[src/rtl/ictc_pkg.sv]
package ictc_pkg;

  localparam int CNT_W = 16;
  localparam int REG_W = 8;

  typedef struct packed {
    logic       run;
    logic [1:0] spare;
    logic       ext;
    logic [1:0] res;
    logic [1:0] rng;
  } cmd_t;

  // resolution code that, with ext set, selects the cycle count for display
  localparam logic [1:0] RES_SHOW_TMR = 2'b01;

  // last cycle index (and saturation limit) of an internal window
  function automatic logic [CNT_W-1:0] win_last(input logic [1:0] res);
    return {CNT_W{1'b1}} >> (int'(res) * (CNT_W / 4));
  endfunction

  function automatic logic [CNT_W-1:0] sat_inc(input logic [CNT_W-1:0] v,
                                               input logic [CNT_W-1:0] lim,
                                               input logic             step);
    return (step && (v != lim)) ? v + 1'b1 : v;
  endfunction

endpackage

[src/rtl/ictc_int_window.sv]
module ictc_int_window
  import ictc_pkg::*;
(
  input  logic             clk,
  input  logic             rst_n,
  input  logic             en_i,
  input  logic             restart_i,
  input  logic [1:0]       res_i,
  input  logic             pulse_i,
  output logic             vld_o,
  output logic [CNT_W-1:0] val_o
);

  logic [CNT_W-1:0] wcnt_q;
  logic [CNT_W-1:0] acc_q;
  logic [CNT_W-1:0] last;
  logic [CNT_W-1:0] acc_nxt;

  always_comb begin
    last    = win_last(res_i);
    acc_nxt = sat_inc(acc_q, last, pulse_i);
    vld_o   = en_i && !restart_i && (wcnt_q == last);
    val_o   = acc_nxt;
  end

  always_ff @(posedge clk) begin
    if (!rst_n || restart_i || !en_i) begin
      wcnt_q <= '0;
      acc_q  <= '0;
    end else if (wcnt_q == last) begin
      wcnt_q <= '0;
      acc_q  <= '0;
    end else begin
      wcnt_q <= wcnt_q + 1'b1;
      acc_q  <= acc_nxt;
    end
  end

  AST_WIN_BOUND: assert property (@(posedge clk) disable iff (!rst_n)
    en_i |-> (wcnt_q <= last)) else $error("window index past end");
  AST_SAT_LIMIT: assert property (@(posedge clk) disable iff (!rst_n)
    vld_o |-> (val_o <= last)) else $error("result above limit");
  AST_IDLE_CLEAR: assert property (@(posedge clk) disable iff (!rst_n)
    !en_i |=> (wcnt_q == '0 && acc_q == '0)) else $error("counting while stopped");

endmodule

[src/rtl/ictc_ext_window.sv]
module ictc_ext_window
  import ictc_pkg::*;
(
  input  logic             clk,
  input  logic             rst_n,
  input  logic             en_i,
  input  logic             restart_i,
  input  logic             sync_i,
  input  logic             pulse_i,
  output logic             vld_o,
  output logic [CNT_W-1:0] adc_o,
  output logic [CNT_W-1:0] tmr_o
);

  localparam logic [CNT_W-1:0] FULL = '1;

  logic             open_q;
  logic [CNT_W-1:0] acc_q;
  logic [CNT_W-1:0] tmr_q;
  logic [CNT_W-1:0] acc_nxt;
  logic [CNT_W-1:0] tmr_nxt;

  always_comb begin
    acc_nxt = sat_inc(acc_q, FULL, pulse_i);
    tmr_nxt = sat_inc(tmr_q, FULL, 1'b1);
    vld_o   = en_i && !restart_i && open_q && sync_i;
    adc_o   = acc_nxt;
    tmr_o   = tmr_nxt;
  end

  always_ff @(posedge clk) begin
    if (!rst_n || restart_i || !en_i) begin
      open_q <= 1'b0;
      acc_q  <= '0;
      tmr_q  <= '0;
    end else if (sync_i) begin
      open_q <= !open_q;
      acc_q  <= '0;
      tmr_q  <= '0;
    end else if (open_q) begin
      acc_q  <= acc_nxt;
      tmr_q  <= tmr_nxt;
    end
  end

  AST_START_CLEAR: assert property (@(posedge clk) disable iff (!rst_n)
    (en_i && !restart_i && sync_i && !open_q) |=> (open_q && acc_q == '0 && tmr_q == '0))
    else $error("window open did not clear");
  AST_ADC_LE_TMR: assert property (@(posedge clk) disable iff (!rst_n)
    open_q |-> (acc_q <= tmr_q)) else $error("more pulses than cycles");

endmodule

[src/rtl/ictc_regfile.sv]
module ictc_regfile
  import ictc_pkg::*;
#(
  parameter int ADDR_W = 8
) (
  input  logic              clk,
  input  logic              rst_n,
  input  logic              wr_en_i,
  input  logic              rd_en_i,
  input  logic [ADDR_W-1:0] addr_i,
  input  logic [REG_W-1:0]  wdata_i,
  output logic [REG_W-1:0]  rdata_o,
  output cmd_t              cmd_o,
  output logic              cmd_wr_o,
  input  logic [CNT_W-1:0]  adc_i,
  input  logic [CNT_W-1:0]  tmr_i
);

  localparam logic [ADDR_W-1:0] ADR_CMD = ADDR_W'(0);
  localparam logic [ADDR_W-1:0] ADR_LO  = ADDR_W'(1);
  localparam logic [ADDR_W-1:0] ADR_HI  = ADDR_W'(2);

  cmd_t             cmd_q;
  logic [REG_W-1:0] hold_q;
  logic [CNT_W-1:0] disp;
  logic             show_tmr;
  logic             lo_read;

  always_comb begin
    show_tmr = cmd_q.ext && (cmd_q.res == RES_SHOW_TMR);
    disp     = show_tmr ? tmr_i : adc_i;
    cmd_wr_o = wr_en_i && (addr_i == ADR_CMD);
    lo_read  = rd_en_i && (addr_i == ADR_LO);
    cmd_o    = cmd_q;
  end

  always_ff @(posedge clk) begin
    if (!rst_n) begin
      cmd_q  <= '0;
      hold_q <= '0;
    end else begin
      if (cmd_wr_o) cmd_q <= cmd_t'(wdata_i);
      if (lo_read)  hold_q <= disp[CNT_W-1 -: REG_W];
    end
  end

  always_comb begin
    case (addr_i)
      ADR_CMD: rdata_o = cmd_q;
      ADR_LO:  rdata_o = disp[REG_W-1:0];
      ADR_HI:  rdata_o = hold_q;
      default: rdata_o = '0;
    endcase
  end

  AST_MSB_SNAP: assert property (@(posedge clk) disable iff (!rst_n)
    lo_read |=> (hold_q == $past(disp[CNT_W-1 -: REG_W]))) else $error("high byte not captured");
  AST_CMD_KEEP: assert property (@(posedge clk) disable iff (!rst_n)
    !cmd_wr_o |=> $stable(cmd_q)) else $error("command changed without write");

endmodule

[src/rtl/integ_conv_ctrl.sv]
module integ_conv_ctrl
  import ictc_pkg::*;
#(
  parameter int ADDR_W = 8
) (
  input  logic              clk,
  input  logic              rst_n,
  input  logic              reg_wr,
  input  logic              reg_rd,
  input  logic [ADDR_W-1:0] reg_addr,
  input  logic [REG_W-1:0]  reg_wdata,
  output logic [REG_W-1:0]  reg_rdata,
  input  logic              mod_pulse,
  input  logic              ext_sync
);

  cmd_t             cmd;
  logic             cmd_wr;
  logic             int_en;
  logic             ext_en;
  logic             int_vld;
  logic [CNT_W-1:0] int_val;
  logic             ext_vld;
  logic [CNT_W-1:0] ext_adc;
  logic [CNT_W-1:0] ext_tmr;
  logic [CNT_W-1:0] adc_q;
  logic [CNT_W-1:0] tmr_q;

  assign int_en = cmd.run && !cmd.ext;
  assign ext_en = cmd.run &&  cmd.ext;

  ictc_regfile #(.ADDR_W(ADDR_W)) u_regs (
    .clk      (clk),
    .rst_n    (rst_n),
    .wr_en_i  (reg_wr),
    .rd_en_i  (reg_rd),
    .addr_i   (reg_addr),
    .wdata_i  (reg_wdata),
    .rdata_o  (reg_rdata),
    .cmd_o    (cmd),
    .cmd_wr_o (cmd_wr),
    .adc_i    (adc_q),
    .tmr_i    (tmr_q)
  );

  ictc_int_window u_int (
    .clk       (clk),
    .rst_n     (rst_n),
    .en_i      (int_en),
    .restart_i (cmd_wr),
    .res_i     (cmd.res),
    .pulse_i   (mod_pulse),
    .vld_o     (int_vld),
    .val_o     (int_val)
  );

  ictc_ext_window u_ext (
    .clk       (clk),
    .rst_n     (rst_n),
    .en_i      (ext_en),
    .restart_i (cmd_wr),
    .sync_i    (ext_sync),
    .pulse_i   (mod_pulse),
    .vld_o     (ext_vld),
    .adc_o     (ext_adc),
    .tmr_o     (ext_tmr)
  );

  always_ff @(posedge clk) begin
    if (!rst_n) begin
      adc_q <= '0;
      tmr_q <= '0;
    end else if (int_vld) begin
      adc_q <= int_val;
    end else if (ext_vld) begin
      adc_q <= ext_adc;
      tmr_q <= ext_tmr;
    end
  end

  AST_DATA_HOLD: assert property (@(posedge clk) disable iff (!rst_n)
    (!int_vld && !ext_vld) |=> ($stable(adc_q) && $stable(tmr_q))) else $error("result changed between conversions");
  AST_ONE_SOURCE: assert property (@(posedge clk) disable iff (!rst_n)
    !(int_vld && ext_vld)) else $error("both timers completed together");

endmodule

[config.mk]
export PLATFORM = sky130hd
export DESIGN_NAME = integ_conv_ctrl
export DESIGN_NICKNAME = d
export VERILOG_FILES = /design/src/rtl/ictc_pkg.sv /design/src/rtl/ictc_int_window.sv /design/src/rtl/ictc_ext_window.sv /design/src/rtl/ictc_regfile.sv /design/src/rtl/integ_conv_ctrl.sv
export SDC_FILE = /design/constraint.sdc
export NUM_CORES = 1
export LEC_CHECK = 0
export BUFFER_PORTS_ARGS = -buffer_cell sky130_fd_sc_hd__buf_2
export CAP_MARGIN = 20
export CORE_UTILIZATION = 60
export CTS_CLUSTER_SIZE = 12
export DETAILED_ROUTE_END_ITERATION = 10
export PLACE_DENSITY = 0.84
export SLEW_MARGIN = 20
export SYNTH_ARGS = -nofsm -noshare
export SYNTH_HDL_FRONTEND = slang
export SYNTH_SLANG_ARGS = --single-unit
[constraint.sdc]
create_clock -name clk -period 3.45 [get_ports clk]
set_clock_uncertainty 0.2 [all_clocks]
set_input_delay 0.345 -clock clk [delete_from_list [all_inputs] [get_ports clk]]
set_output_delay 0.345 -clock clk [all_outputs]
set_load 0.03 [all_outputs]
==> results of run 1 <==
-- state kept, by name, indices dropped and copies added (netlist names) --
| name | cells |
|---|---|
| adc_q | 16 |
| tmr_q | 16 |
| u_ext.acc_q | 16 |
| u_ext.tmr_q | 16 |
| u_int.acc_q | 16 |
| u_int.wcnt_q | 16 |
| u_regs.cmd_o | 8 |
| u_regs.hold_q | 8 |
| u_ext.open_q | 1 |
-- layout by cell type, fill, tap and decap left out, drive strengths merged, types with 2 or more instances in the layout --
cell / instances
mux2i: 41
or2: 2
a31oi: 5
a211oi: 4
nand4: 23
dfxtp: 113
xnor2: 32
o21ai: 32
xor2: 45
nand2: 50
dlygate4sd3: 9
and2: 19
o211a: 9
and3: 14
clkinvlp: 4
a311oi: 4
nand3: 43
nor4: 4
nor3: 15
o221ai: 2
nor2b: 9
or4: 3
ha: 4
nor2: 79
o211ai: 13
nand2b: 4
inv: 11
and4b: 2
o22ai: 9
nor3b: 3
buf: 39
and4: 13
or3: 2
a21oi: 16
clkbuf: 17
clkinv: 7
-- cells by family after synthesis --
group                      count (synthesis)  synth area share
xor gates and xnor gates                  77             0.116
AOI/OAI and AO/OA                        101             0.121
DFF                                      113             0.388
adders and majority gates                  4           0.00859
buffers and inverters                     49            0.0389
and+or+nand+nor                          290             0.257
muxes                                     41            0.0704
-- worst max path at each step --
stage	from	end	cells after the start
after floorplan	u_regs.cmd_o[3]$_SDFFE_PN0P_	reg_rdata[0]	7
after global placement	reg_addr[3]	u_int.wcnt_q[14]$_SDFF_PP0_	8
after detailed placement	reg_addr[3]	u_int.wcnt_q[14]$_SDFF_PP0_	8
after CTS	u_regs.cmd_o[3]$_SDFFE_PN0P_	reg_rdata[7]	6
after global routing	u_regs.cmd_o[3]$_SDFFE_PN0P_	reg_rdata[7]	6
final	u_regs.cmd_o[3]$_SDFFE_PN0P_	reg_rdata[7]	6
-- power by group through the flow --
| stage | clock [mW] | sequential [mW] | combinational [mW] |
|---|---|---|---|
| 6_report | 1.61 | 1.31 | 0.0592 |
| 5_1_grt | 1.69 | 1.31 | 0.0623 |
| 4_1_cts | 1.62 | 1.31 | 0.0570 |
| 3_5_place_dp | 0 | 1.33 | 0.0489 |
| 3_3_place_gp | 0 | 1.33 | 0.0468 |
| 2_1_floorplan | 0 | 1.33 | 0.0316 |
-- area by class of cell --
cell class                 count  area [um2]
fill                         693        2680
inverter                       8        30.0
sequential                   113        2260
clock inverter                15         136
clock buffer                  17         414
tap                          129         161
timing repair buffer          48         310
multi-input combinational    513        3340
-- layer usage --
metal / vias to the layer above / global-route usage / part of all wire
met3: 50 / 0.0728 / 0.068
met5: - / 0 / 0
li1: 2443 / - / -
met2: 259 / 0.509 / 0.48
met4: 0 / 0.161 / 0.034
met1: 2475 / 0.371 / 0.42
-- stage by stage --
| step | instances | power (mW) | utilization | instance area (um2) | setup WS (ns) |
|---|---|---|---|---|---|
| floorplan | 675 | 1.37 | - | 5830 | 1.19 |
| global placement | 802 | 1.38 | 0.644 | 6010 | 0.785 |
| detailed placement | 802 | 1.38 | 0.644 | 6010 | 0.706 |
| CTS | 843 | 2.98 | 0.713 | 6650 | 0.379 |
| global route | 843 | 3.05 | 0.713 | 6650 | 0.224 |
| finish | 843 | 2.97 | 0.713 | 6650 | 0.292 |
-- tightest hold or removal path, stage by stage --
cell and delay [ns]:
sky130_fd_sc_hd__buf_2 0.08, sky130_fd_sc_hd__inv_1 0.03, sky130_fd_sc_hd__o21ai_0 0.15, sky130_fd_sc_hd__and2_1 0.12
-- timing repair --
action	4_1_cts	5_1_grt
hold buffers	9	0
endpoints found under the hold margin	8	0
buffers inserted	0	0
==> results by group, run 1 <==
Run status
  – Status: finished, final reports clean

Critical path
  – Critical path peak fanout: 10
  – Source of the worst register-to-register timing path: u_regs.cmd_o[3]$_SDFFE_PN0P_
  – Crit-path max cell delay: 0.57 ns
  – Slowest stage cell on the critical path: sky130_fd_sc_hd__dfxtp_1
  – Worst reg-to-reg setup slack: 0.80 ns
  – Worst-path cell chain: nand3b_1 -> buf_4 -> mux2i_1 -> o22ai_1 -> and2_1 -> buf_2
  – Path type of the worst setup path: reg2out
  – Required time reported for the critical path endpoint: 2.90 ns
  – Family with the most delay on the worst path: simple AND/OR/NAND/NOR gates
  – R2r worst-path depth: 6
  – Startpoint kind of the worst setup timing path: flip-flop
  – Data arrival time of the critical path: 2.61 ns
  – Critical path buffers and inverters: 2
  – Sort of element at the end of the critical path: output port
  – Capture point of the worst reg-to-reg path: adc_q[13]$_SDFFE_PN0P_

Clock network
  – Level count of the clock H-tree: 4
  – Maximum buffer depth of the clock tree: 2
  – Clock transition at the registers of the reported paths: 0.06 ns
  – TritonCTS buffer count: 17
  – Number of sinks driven by the clock tree: 113
  – Number of resized instances in the post-cts repair step: 0
  – CTS tree: done
  – Clock root cell: sky130_fd_sc_hd__clkbuf_8
  – Clock insertion delay at the later pin of the skew report: 0.52 ns

STA
  – Total negative setup slack: 0 ns
  – Tightest hold margin: 0.0449 ns
  – Share of the clock period used by the worst path after layout: 0.915
  – Achievable clock frequency: 317 MHz
  – Post-route minimum period: 3.16 ns
  – Worst Max-Slew Pin Slew: 0.599 ns
  – Worst slew margin: 0.599
  – Unrepaired setup endpoints after global routing: false
  – Final Max Slew Viols: 0
  – Count of endpoints failing hold in the final timing report: 0
  – Final setup violation count: 0

Placed design
  – Gp weighted congestion: 0.913
  – Number of port buffers: 29
  – HPWL after detailed placement: 9.76 mm

Floorplan
  – Cell row count: 35
  – Core ar.: 0.00933 mm2
  – Initial core utilization: 0.625
  – Vertical die dimension: 101 um
  – DIE WIDTH: 101 um
  – Area enclosed by the die boundary: 0.0101 mm2
  – I/O pin cnt: 30

Route
  – Iteration-0 DRC count of the detailed router: 414
  – Total routed wirelength: 14.9 mm
  – Count of TritonRoute iterations in the first routing pass: 6
  – Via density per instance: 6.20
  – Number of routed nets with antenna violations: 0
  – Drt wl/cell: 17.7 um
  – Drc violations: 0
  – Number of vias after detailed routing: 5227

Power and ir drop
  – Relative contribution of the clock network to total power: 0.541
  – Net Switching: 682 uW
  – Share of power burned in registers: 0.440
  – Pwr/cell area: 447 mW/mm2
  – Switching Share: 0.230
  – Peak VDD IR: 0.000273 V
  – Leakage power: 2.56 nW
  – Proportion of power drawn by combinational gates: 0.020
  – Internal power contribution: 2.29 mW

Flow run
  – Max-cap viol count: 0

Global route
  – Largest net degree at the start of global routing: 44
  – Antenna violations before repair: 0
  – Gr usage total: 0.307
  – Via count of the first global-routing pass: 5036
  – Global-route wire length before repair: 24.1 mm
  – Remaining global-route overflow: 0

Yosys
  – Number of enable-type register cells in the synthesized netlist: 0
  – Number of distinct standard cells referenced by the synthesized netlist: 56
  – Async set or reset register ratio after synthesis: 0
  – Synthesis-stage register bit count: 113
  – Share of Yosys cell area claimed by the top area cell type: 0.388
  – Post-synthesis instance total: 675
  – Cell with the most instances after synthesis: sky130_fd_sc_hd__dfxtp_1
  – Library cell with the largest summed area after synthesis: sky130_fd_sc_hd__dfxtp_1
  – Post-Synthesis Net Count: 701
  – Main area contributors after synthesis: sky130_fd_sc_hd__dfxtp_1, sky130_fd_sc_hd__mux2i_1, sky130_fd_sc_hd__xor2_1
  – Synthesized cell area: 0.00583 mm2
  – Synthesized area divided by synthesized cell count: 8.63 um2
  – Sequential element share of the synthesized area: 0.388
  – Most used flip-flop cell after synthesis: sky130_fd_sc_hd__dfxtp_1
  – Most frequent cells after synthesis: sky130_fd_sc_hd__dfxtp_1, sky130_fd_sc_hd__nor2_1, sky130_fd_sc_hd__nand2_1
  – Number of warning messages in the yosys log: 0

Worst hold path
  – Startpoint of the most critical hold path: reg_wdata[7]
  – Number of stages on the worst hold path: 4
  – Worst Hold Endpoint: u_regs.cmd_o[7]$_SDFFE_PN0P_
  – Classification of the worst-slack hold path: in2reg

Cells and area
  – Inserted Diodes: 0
  – Synthesis-to-layout area growth: 14.2%
  – Nets: 727
  – Share of post-route cells with drive strength above 1: 0.115
(Power assumes the default switching activity.)
==> run 2: changes to the inputs <==
--- a/config.mk
+++ b/config.mk
@@ -5,12 +5,13 @@
 export SDC_FILE = /design/constraint.sdc
 export NUM_CORES = 1
 export LEC_CHECK = 0
+export ABC_AREA = 1
 export BUFFER_PORTS_ARGS = -buffer_cell sky130_fd_sc_hd__buf_2
 export CAP_MARGIN = 20
 export CORE_UTILIZATION = 60
 export CTS_CLUSTER_SIZE = 12
 export DETAILED_ROUTE_END_ITERATION = 10
-export PLACE_DENSITY = 0.84
+export PLACE_DENSITY = 0.77
 export SLEW_MARGIN = 20
 export SYNTH_ARGS = -nofsm -noshare
 export SYNTH_HDL_FRONTEND = slang
==> results by group, run 2 <==
Floorplan
  – Vertical die dimension: 106 um (+5.2%)
  – DIE WIDTH: 106 um (+5.2%)
  – I/O pin cnt: 30 (unchanged)
  – Core ar.: 0.0104 mm2 (+11%)
  – Area enclosed by the die boundary: 0.0112 mm2 (+11%)
  – Initial core utilization: 0.624 (-0.000995)
  – Cell row count: 37 (+5.7%)

Route
  – Drc violations: 0 (unchanged)
  – Count of TritonRoute iterations in the first routing pass: 6 (unchanged)
  – Number of vias after detailed routing: 6378 (+22%)
  – Iteration-0 DRC count of the detailed router: 465 (+12%)
  – Drt wl/cell: 14.1 um (-20%)
  – Via density per instance: 5.49 (-11%)
  – Total routed wirelength: 16.4 mm (+9.9%)
  – Number of routed nets with antenna violations: 0 (unchanged)

Global route
  – Via count of the first global-routing pass: 5619 (+12%)
  – Remaining global-route overflow: 0 (unchanged)
  – Antenna violations before repair: 0 (unchanged)
  – Largest net degree at the start of global routing: 41 (-6.8%)
  – Global-route wire length before repair: 26.9 mm (+12%)
  – Gr usage total: 0.304 (-0.00283)

Yosys
  – Most used flip-flop cell after synthesis: sky130_fd_sc_hd__dfxtp_1
  – Area fraction in compound gates after synthesis: 0.151 (+0.0298)
  – Main area contributors after synthesis: sky130_fd_sc_hd__dfxtp_1, sky130_fd_sc_hd__nand2_1, sky130_fd_sc_hd__nor2_1
  – Library cell with the largest summed area after synthesis: sky130_fd_sc_hd__dfxtp_1
  – Sequential element share of the synthesized area: 0.350 (-0.0385)
  – Async set or reset register ratio after synthesis: 0 (unchanged)
  – Post-synthesis share of cell area spent on and, or, nand and nor gates: 0.349 (+0.0920)
  – Post-Synthesis Net Count: 1015 (+45%)
  – Share of Yosys cell area claimed by the top area cell type: 0.350 (-0.0385)
  – Most frequent cells after synthesis: sky130_fd_sc_hd__nand2_1, sky130_fd_sc_hd__dfxtp_1, sky130_fd_sc_hd__nor2_1
  – Cell with the most instances after synthesis: sky130_fd_sc_hd__nand2_1
  – Synthesized cell area: 0.00647 mm2 (+11%)
  – Arithmetic-cell share of the synthesized area counting full adders, half adders and majority gates: 0.00774 (-0.000851)
  – Post-synthesis instance total: 989 (+47%)
  – Number of enable-type register cells in the synthesized netlist: 0 (unchanged)
  – Main combinational cell family by area after synthesis: simple AND/OR/NAND/NOR gates
  – Synthesis-stage register bit count: 113 (unchanged)
  – Multiplexer area fraction after synthesis: 0.00174 (-0.0687)
  – Synthesized area divided by synthesized cell count: 6.54 um2 (-24%)
  – Xor/xnor share of the synthesized area: 0.0352 (-0.0805)
  – Number of distinct standard cells referenced by the synthesized netlist: 42 (-25%)
  – Number of warning messages in the yosys log: 0 (unchanged)

Worst hold path
  – Classification of the worst-slack hold path: in2reg
  – Startpoint of the most critical hold path: reg_wr

Run status
  – Status: finished, final reports clean

Power and ir drop
  – Leakage power: 3.04 nW (+19%)
  – Relative contribution of the clock network to total power: 0.584 (+0.043)
  – Internal power contribution: 2.63 mW (+15%)
  – Switching Share: 0.201 (-0.0289)
  – Net Switching: 661 uW (-3.1%)
  – Final Power: 3.29 mW (+11%)
  – Share of power burned in registers: 0.397 (-0.043)
  – Proportion of power drawn by combinational gates: 0.019 (about the same)
  – Pwr/cell area: 448 mW/mm2 (+0.25%)
  – Peak VDD IR: 0.000388 V (+42%)

Clock network
  – Level count of the clock H-tree: 4 (unchanged)
  – Clock insertion delay at the later pin of the skew report: 0.53 ns (about the same)
  – TritonCTS buffer count: 17 (unchanged)
  – Clock transition at the registers of the reported paths: 0.05 ns (about the same)
  – Setup repair bufs after CTS: 0 (unchanged)
  – CTS tree: done
  – Number of sinks driven by the clock tree: 113 (unchanged)
  – CTS hold repair buffers: 10 (+1)
  – Number of resized instances in the post-cts repair step: 0 (unchanged)
  – Clock root cell: sky130_fd_sc_hd__clkbuf_8
  – Maximum buffer depth of the clock tree: 2 (unchanged)

Cells and area
  – Inserted Diodes: 0 (unchanged)
  – Nets: 1039 (+43%)
  – Leading cell type in the layout, fill and taps excluded: sky130_fd_sc_hd__nand2_1
  – Share of post-route cells with drive strength above 1: 0.115 (+0.000164)
  – Commonest cells after routing, fill and taps aside: sky130_fd_sc_hd__nand2_1, sky130_fd_sc_hd__dfxtp_1, sky130_fd_sc_hd__nor2_1
  – Area used by multi-input combinational logic: 0.00352 mm2 (+5.5%)
  – Total non-filler cell area in the finished layout: 0.00735 mm2 (+11%)
  – Number of fill cells in the layout: 886 (+28%)
  – Layout Utilization: 0.709 (-0.00398)
  – Register cell area after layout: 0.00226 mm2 (unchanged)
  – Synthesis-to-layout area growth: 13.7%

STA
  – Final Max Slew Viols: 0 (unchanged)
  – Final setup violation count: 0 (unchanged)
  – PnR worst setup slack: 0.662 ns (+0.371 ns)
  – Total negative setup slack: 0 ns (unchanged)
  – Share of the clock period used by the worst path after layout: 0.808 (-0.107)
  – Unrepaired setup endpoints after global routing: false
  – Worst slew margin: 0.445 (-0.154)
  – Count of endpoints failing hold in the final timing report: 0 (unchanged)
  – Worst Max-Slew Pin Slew: 0.831 ns (+0.233 ns)
  – Achievable clock frequency: 359 MHz (+13%)
  – Post-route minimum period: 2.79 ns (-0.371 ns)

Critical path
  – Worst-path cell chain: nand3_1 -> buf_4 -> o21ai_0 -> nand2_1 -> o211ai_1 -> buf_2
  – Critical path peak fanout: 15 (+5)
  – Data arrival time of the critical path: 2.24 ns (-0.37 ns)
  – Slowest stage cell on the critical path: sky130_fd_sc_hd__dfxtp_1
  – Crit-path max cell delay: 0.57 ns (about the same)
  – Required time reported for the critical path endpoint: 2.90 ns (about the same)
  – Startpoint kind of the worst setup timing path: flip-flop
  – Critical Path Start: u_regs.cmd_o[2]$_SDFFE_PN0P_
  – Family with the most delay on the worst path: flip-flops
  – Critical path buffers and inverters: 2 (unchanged)
  – Sort of element at the end of the critical path: output port
  – Path type of the worst setup path: reg2out
  – Source of the worst register-to-register timing path: u_ext.acc_q[0]$_SDFFE_PP0P_

Placed design
  – Placed Area: 0.00658 mm2 (+9.5%)
  – Gp weighted congestion: 0.893 (-2.2%)
  – HPWL after detailed placement: 11.2 mm (+14%)
  – Number of port buffers: 29 (unchanged)
  – Worst setup timing slack at the placement stage: 1.14 ns (+0.432 ns)

Flow run
  – Max-cap viol count: 0 (unchanged)
==> run 2: cell count changes in the layout (fill, tap and decap cells not counted), sizes merged, moves of 13 or more <==
cell | previous run | this run
and3 | 14 | 0
inv | 11 | 114
xor2 | 45 | 15
nand2 | 50 | 267
xnor2 | 32 | 11
and2 | 19 | 0
and4 | 13 | 0
nand3 | 43 | 80
a21oi | 16 | 74
mux2i | 41 | 0
nor2 | 79 | 124
o21ai | 32 | 81
==> run 2: cells by family after synthesis <==
group | count (synthesis)
mux | 1
xor+xnor | 26
simple gates | 508
fa+ha+maj | 4
flops | 113
compound gates | 178
buf+inv | 159
==> run 2: worst reg2reg max path, cell delays in order, from the launching register on <==
cell and delay [ns]:
sky130_fd_sc_hd__dfxtp_1 0.40, sky130_fd_sc_hd__ha_1 0.32, sky130_fd_sc_hd__nand3_2 0.13, sky130_fd_sc_hd__inv_2 0.11, sky130_fd_sc_hd__nand2_2 0.07, sky130_fd_sc_hd__o21ai_2 0.46, sky130_fd_sc_hd__nand2_1 0.09, sky130_fd_sc_hd__nand2_1 0.14
sky130_fd_sc_hd__nand2_1 0.07, sky130_fd_sc_hd__nand2_1 0.06, sky130_fd_sc_hd__clkinv_1 0.07, sky130_fd_sc_hd__a21oi_2 0.11
==> run 2: power groups by stage <==
stage                     logic (mW)  registers, mW  clock network (mW)
after floorplan               0.0367           1.33                   0
after global placement        0.0523           1.33                   0
after detailed placement      0.0527           1.33                   0
after CTS                     0.0624           1.31                1.94
after global routing          0.0685           1.31                2.00
final                         0.0632           1.31                1.92
==> run 2: per-layer routing <==
| metal | vias to the layer above | track usage | part of all wire |
|---|---|---|---|
| met3 | 31 | 0.0736 | 0.055 |
| met5 | - | 0 | 0 |
| met4 | 0 | 0.102 | 0.020 |
| li1 | 3254 | - | - |
| met1 | 2906 | 0.409 | 0.47 |
| met2 | 187 | 0.478 | 0.45 |
==> run 2: cell type report <==
type / count / area share
clock inverter: 9 / 0.0242
tap: 136 / 0.0231
multi-input combinational: 717 / 0.479
timing repair buffer: 44 / 0.0408
inverter: 120 / 0.0619
sequential: 113 / 0.308
clock buffer: 23 / 0.0635
==> run 2: path summary, 6_finish.rpt <==
path	slack (ns)	end	cells after the start
min	0.04	u_regs.cmd_o[7]$_SDFFE_PN0P_	3
min reg2reg	0.26	u_int.wcnt_q[0]$_SDFF_PP0_	1
max reg2reg	1.14	adc_q[14]$_SDFFE_PN0P_	11
max	0.66	reg_rdata[4]	6
==> run 2: stage by stage <==
stage | hold WS [ns] | std cells
6_report | 0.0354 | 1162
2_1_floorplan | 0.218 | 989
3_3_place_gp | 0.227 | 1119
4_1_cts | 0.0198 | 1161
3_5_place_dp | 0.250 | 1119
5_1_grt | 0.0455 | 1162
==> run 3: changes to the inputs <==
--- a/config.mk
+++ b/config.mk
@@ -8,10 +8,10 @@
 export ABC_AREA = 1
 export BUFFER_PORTS_ARGS = -buffer_cell sky130_fd_sc_hd__buf_2
 export CAP_MARGIN = 20
-export CORE_UTILIZATION = 60
+export CORE_UTILIZATION = 56
 export CTS_CLUSTER_SIZE = 12
 export DETAILED_ROUTE_END_ITERATION = 10
-export PLACE_DENSITY = 0.77
+export PLACE_DENSITY = 0.76
 export SLEW_MARGIN = 20
 export SYNTH_ARGS = -nofsm -noshare
 export SYNTH_HDL_FRONTEND = slang
==> constraint.sdc (replaced) <==
create_clock -name clk -period 2.4 [get_ports clk]
set_clock_uncertainty 0.2 [all_clocks]
set_input_delay 0.24 -clock clk [delete_from_list [all_inputs] [get_ports clk]]
set_output_delay 0.24 -clock clk [all_outputs]
set_load 0.03 [all_outputs]
==> results by group, run 3 (synthesis results as in run 2) <==
Run status
  – Status: finished, final reports clean

Critical path
  – Required time reported for the critical path endpoint: 1.96 ns (-0.94 ns)
  – R2r worst-path depth: 11 (unchanged)
  – Worst-path cell chain: nand3_2 -> buf_4 -> a21oi_1 -> o21ai_0 -> o211ai_1 -> buf_4
  – Most Frequent Cell on Critical Path: sky130_fd_sc_hd__buf_4
  – Slowest stage cell on the critical path: sky130_fd_sc_hd__dfxtp_1
  – Source of the worst register-to-register timing path: u_regs.cmd_o[3]$_SDFFE_PN0P_
  – Critical path peak fanout: 13 (-2)
  – Crit-path max cell delay: 0.48 ns (-0.09 ns)
  – Worst reg-to-reg setup slack: 0.19 ns (-0.95 ns)
  – Path type of the worst setup path: reg2out
  – Data arrival time of the critical path: 1.90 ns (-0.34 ns)
  – Startpoint kind of the worst setup timing path: flip-flop
  – Sort of element at the end of the critical path: output port
  – Capture point of the worst reg-to-reg path: adc_q[6]$_SDFFE_PN0P_

STA
  – Final setup violation count: 0 (unchanged)
  – Tightest hold margin: 0.0458 ns (+0.0104 ns)
  – Worst Max-Slew Pin Slew: 0.579 ns (-0.252 ns)
  – Share of the clock period used by the worst path after layout: 0.975
  – Achievable clock frequency: 428 MHz
  – Count of endpoints failing hold in the final timing report: 0 (unchanged)
  – Worst slew margin: 0.613 (+0.168)
  – Total negative setup slack: 0 ns (unchanged)
  – Unrepaired setup endpoints after global routing: false
  – Final Max Slew Viols: 0 (unchanged)
  – Post-route minimum period: 2.34 ns

Global route
  – Largest net degree at the start of global routing: 33 (-20%)
  – Remaining global-route overflow: 0 (unchanged)
  – Antenna violations before repair: 0 (unchanged)
  – Global-route met1 utilization: 0.393 (-0.0159)
  – Met3 global-route usage: 0.0717 (-0.00187)
  – Global routing's busiest layer: met2
  – Global-route wire length before repair: 27.4 mm (+1.8%)
  – Gr usage total: 0.300 (-0.00418)
  – Via count of the first global-routing pass: 5688 (+1.2%)
  – Grt met2 use: 0.473 (-0.00410)

Cells and area
  – Leading cell type in the layout, fill and taps excluded: sky130_fd_sc_hd__nand2_1
  – Share of post-route cells with drive strength above 1: 0.132 (+0.0172)
  – Inserted Diodes: 0 (unchanged)
  – Number of fill cells in the layout: 943 (+6.4%)
  – Synthesis-to-layout area growth: 15.8%
  – Area used by multi-input combinational logic: 0.00354 mm2 (+0.43%)
  – Layout Utilization: 0.679 (-0.0303)
  – Commonest cells after routing, fill and taps aside: sky130_fd_sc_hd__nand2_1, sky130_fd_sc_hd__dfxtp_1, sky130_fd_sc_hd__nor2_1
  – Register cell area after layout: 0.00226 mm2 (unchanged)
  – Nets: 1057 (+1.7%)

Clock network
  – Clock insertion delay at the later pin of the skew report: 0.43 ns (-0.10 ns)
  – Clock root cell: sky130_fd_sc_hd__clkbuf_16
  – Level count of the clock H-tree: 4 (unchanged)
  – Clock transition at the registers of the reported paths: 0.05 ns (about the same)
  – TritonCTS buffer count: 17 (unchanged)
  – CTS tree: done
  – Maximum buffer depth of the clock tree: 2 (unchanged)
  – Number of sinks driven by the clock tree: 113 (unchanged)

Route
  – Count of TritonRoute iterations in the first routing pass: 6 (unchanged)
  – Via density per instance: 5.42 (-1.2%)
  – Number of routed nets with antenna violations: 0 (unchanged)
  – Total routed wirelength: 17.1 mm (+4.4%)
  – Drt wl/cell: 14.4 um (+2.5%)
  – Iteration-0 DRC count of the detailed router: 566 (+22%)
  – Drc violations: 0 (unchanged)
  – Number of vias after detailed routing: 6420 (+0.66%)

Floorplan
  – DIE WIDTH: 109 um (+3.4%)
  – Core ar.: 0.0110 mm2 (+6.4%)
  – I/O pin cnt: 30 (unchanged)
  – Cell row count: 38 (+2.7%)
  – Vertical die dimension: 109 um (+3.4%)
  – Initial core utilization: 0.586 (-0.0373)
  – Area enclosed by the die boundary: 0.0120 mm2 (+7.0%)

Placed design
  – HPWL after detailed placement: 11.8 mm (+5.8%)
  – Gp weighted congestion: 0.896 (+0.30%)
  – Number of port buffers: 29 (unchanged)

Power and ir drop
  – Pwr/cell area: 614 mW/mm2 (+37%)
  – Leakage power: 3.12 nW (+2.6%)
  – Peak VDD IR: 0.000637 V (+64%)

Worst hold path
  – Worst Hold Endpoint: u_regs.cmd_o[2]$_SDFFE_PN0P_
  – Classification of the worst-slack hold path: in2reg
  – Startpoint of the most critical hold path: rst_n
  – Number of stages on the worst hold path: 3 (unchanged)

Flow run
  – Max-cap viol count: 0 (unchanged)
-- run 3: routing by layer --
metal	share of wire	routed length (um)	up-vias
met5	0	0	-
met4	0.020	349	0
met3	0.061	1040	33
met2	0.45	7680	196
met1	0.47	8010	2895
li1	-	-	3296
-- run 3: worst max-delay path by stage --
stage / startpoint / endpoint / slack (ns) / cells past startpoint
global route: u_regs.cmd_o[2]$_SDFFE_PN0P_ / reg_rdata[0] / 0.006 / 6
detailed placement: reg_addr[7] / adc_q[1]$_SDFFE_PN0P_ / 0.10 / 12
finish: u_regs.cmd_o[2]$_SDFFE_PN0P_ / reg_rdata[7] / 0.06 / 6
floorplan: u_regs.cmd_o[4]$_SDFFE_PN0P_ / reg_rdata[3] / 0.46 / 6
global placement: reg_addr[7] / adc_q[1]$_SDFFE_PN0P_ / 0.12 / 12
CTS: u_regs.cmd_o[2]$_SDFFE_PN0P_ / reg_rdata[7] / 0.02 / 6
-- run 3: stage by stage --
step	setup WS (ns)	power, mW	instance area (um2)	cells
after floorplan	0.461	1.97	6470	989
after global placement	0.123	2.00	6730	1140
after detailed placement	0.102	2.00	6730	1140
after CTS	0.0205	4.60	7470	1184
after global routing	0.00603	4.69	7490	1184
final	0.0612	4.60	7490	1184
-- run 3: final cells by class --
cell class / instances / share of cell area
multi-input combinational: 717 / 0.472
sequential: 113 / 0.302
inverter: 120 / 0.0612
clock buffer: 20 / 0.0610
timing repair buffer: 62 / 0.0588
tap: 140 / 0.0234
clock inverter: 12 / 0.0212
-- run 3: repair_timing --
item / CTS / global route
endpoints found under the hold margin: 10 / 0
gates resized for setup: 2 / 6
setup buffers: 1 / 0
setup endpoints to repair: 8 / 6
pin swaps: 0 / 0
hold buffers: 11 / 0
-- run 3: report_power, final --
group	total [mW]	internal [mW]	leakage (nW)	switching [mW]
Sequential	1.88	1.88	0.910	0.000512
Combinational	0.0986	0.0386	1.92	0.0600
Clock	2.62	1.69	0.296	0.936
-- run 3: worst max-delay path: cells and delay by family (launching register included) --
kind                   cells  cell delay (ns)
buffers and inverters      2             0.41
and+or+nand+nor            1             0.17
DFF                        1             0.48
AOI/OAI and AO/OA          3             0.41
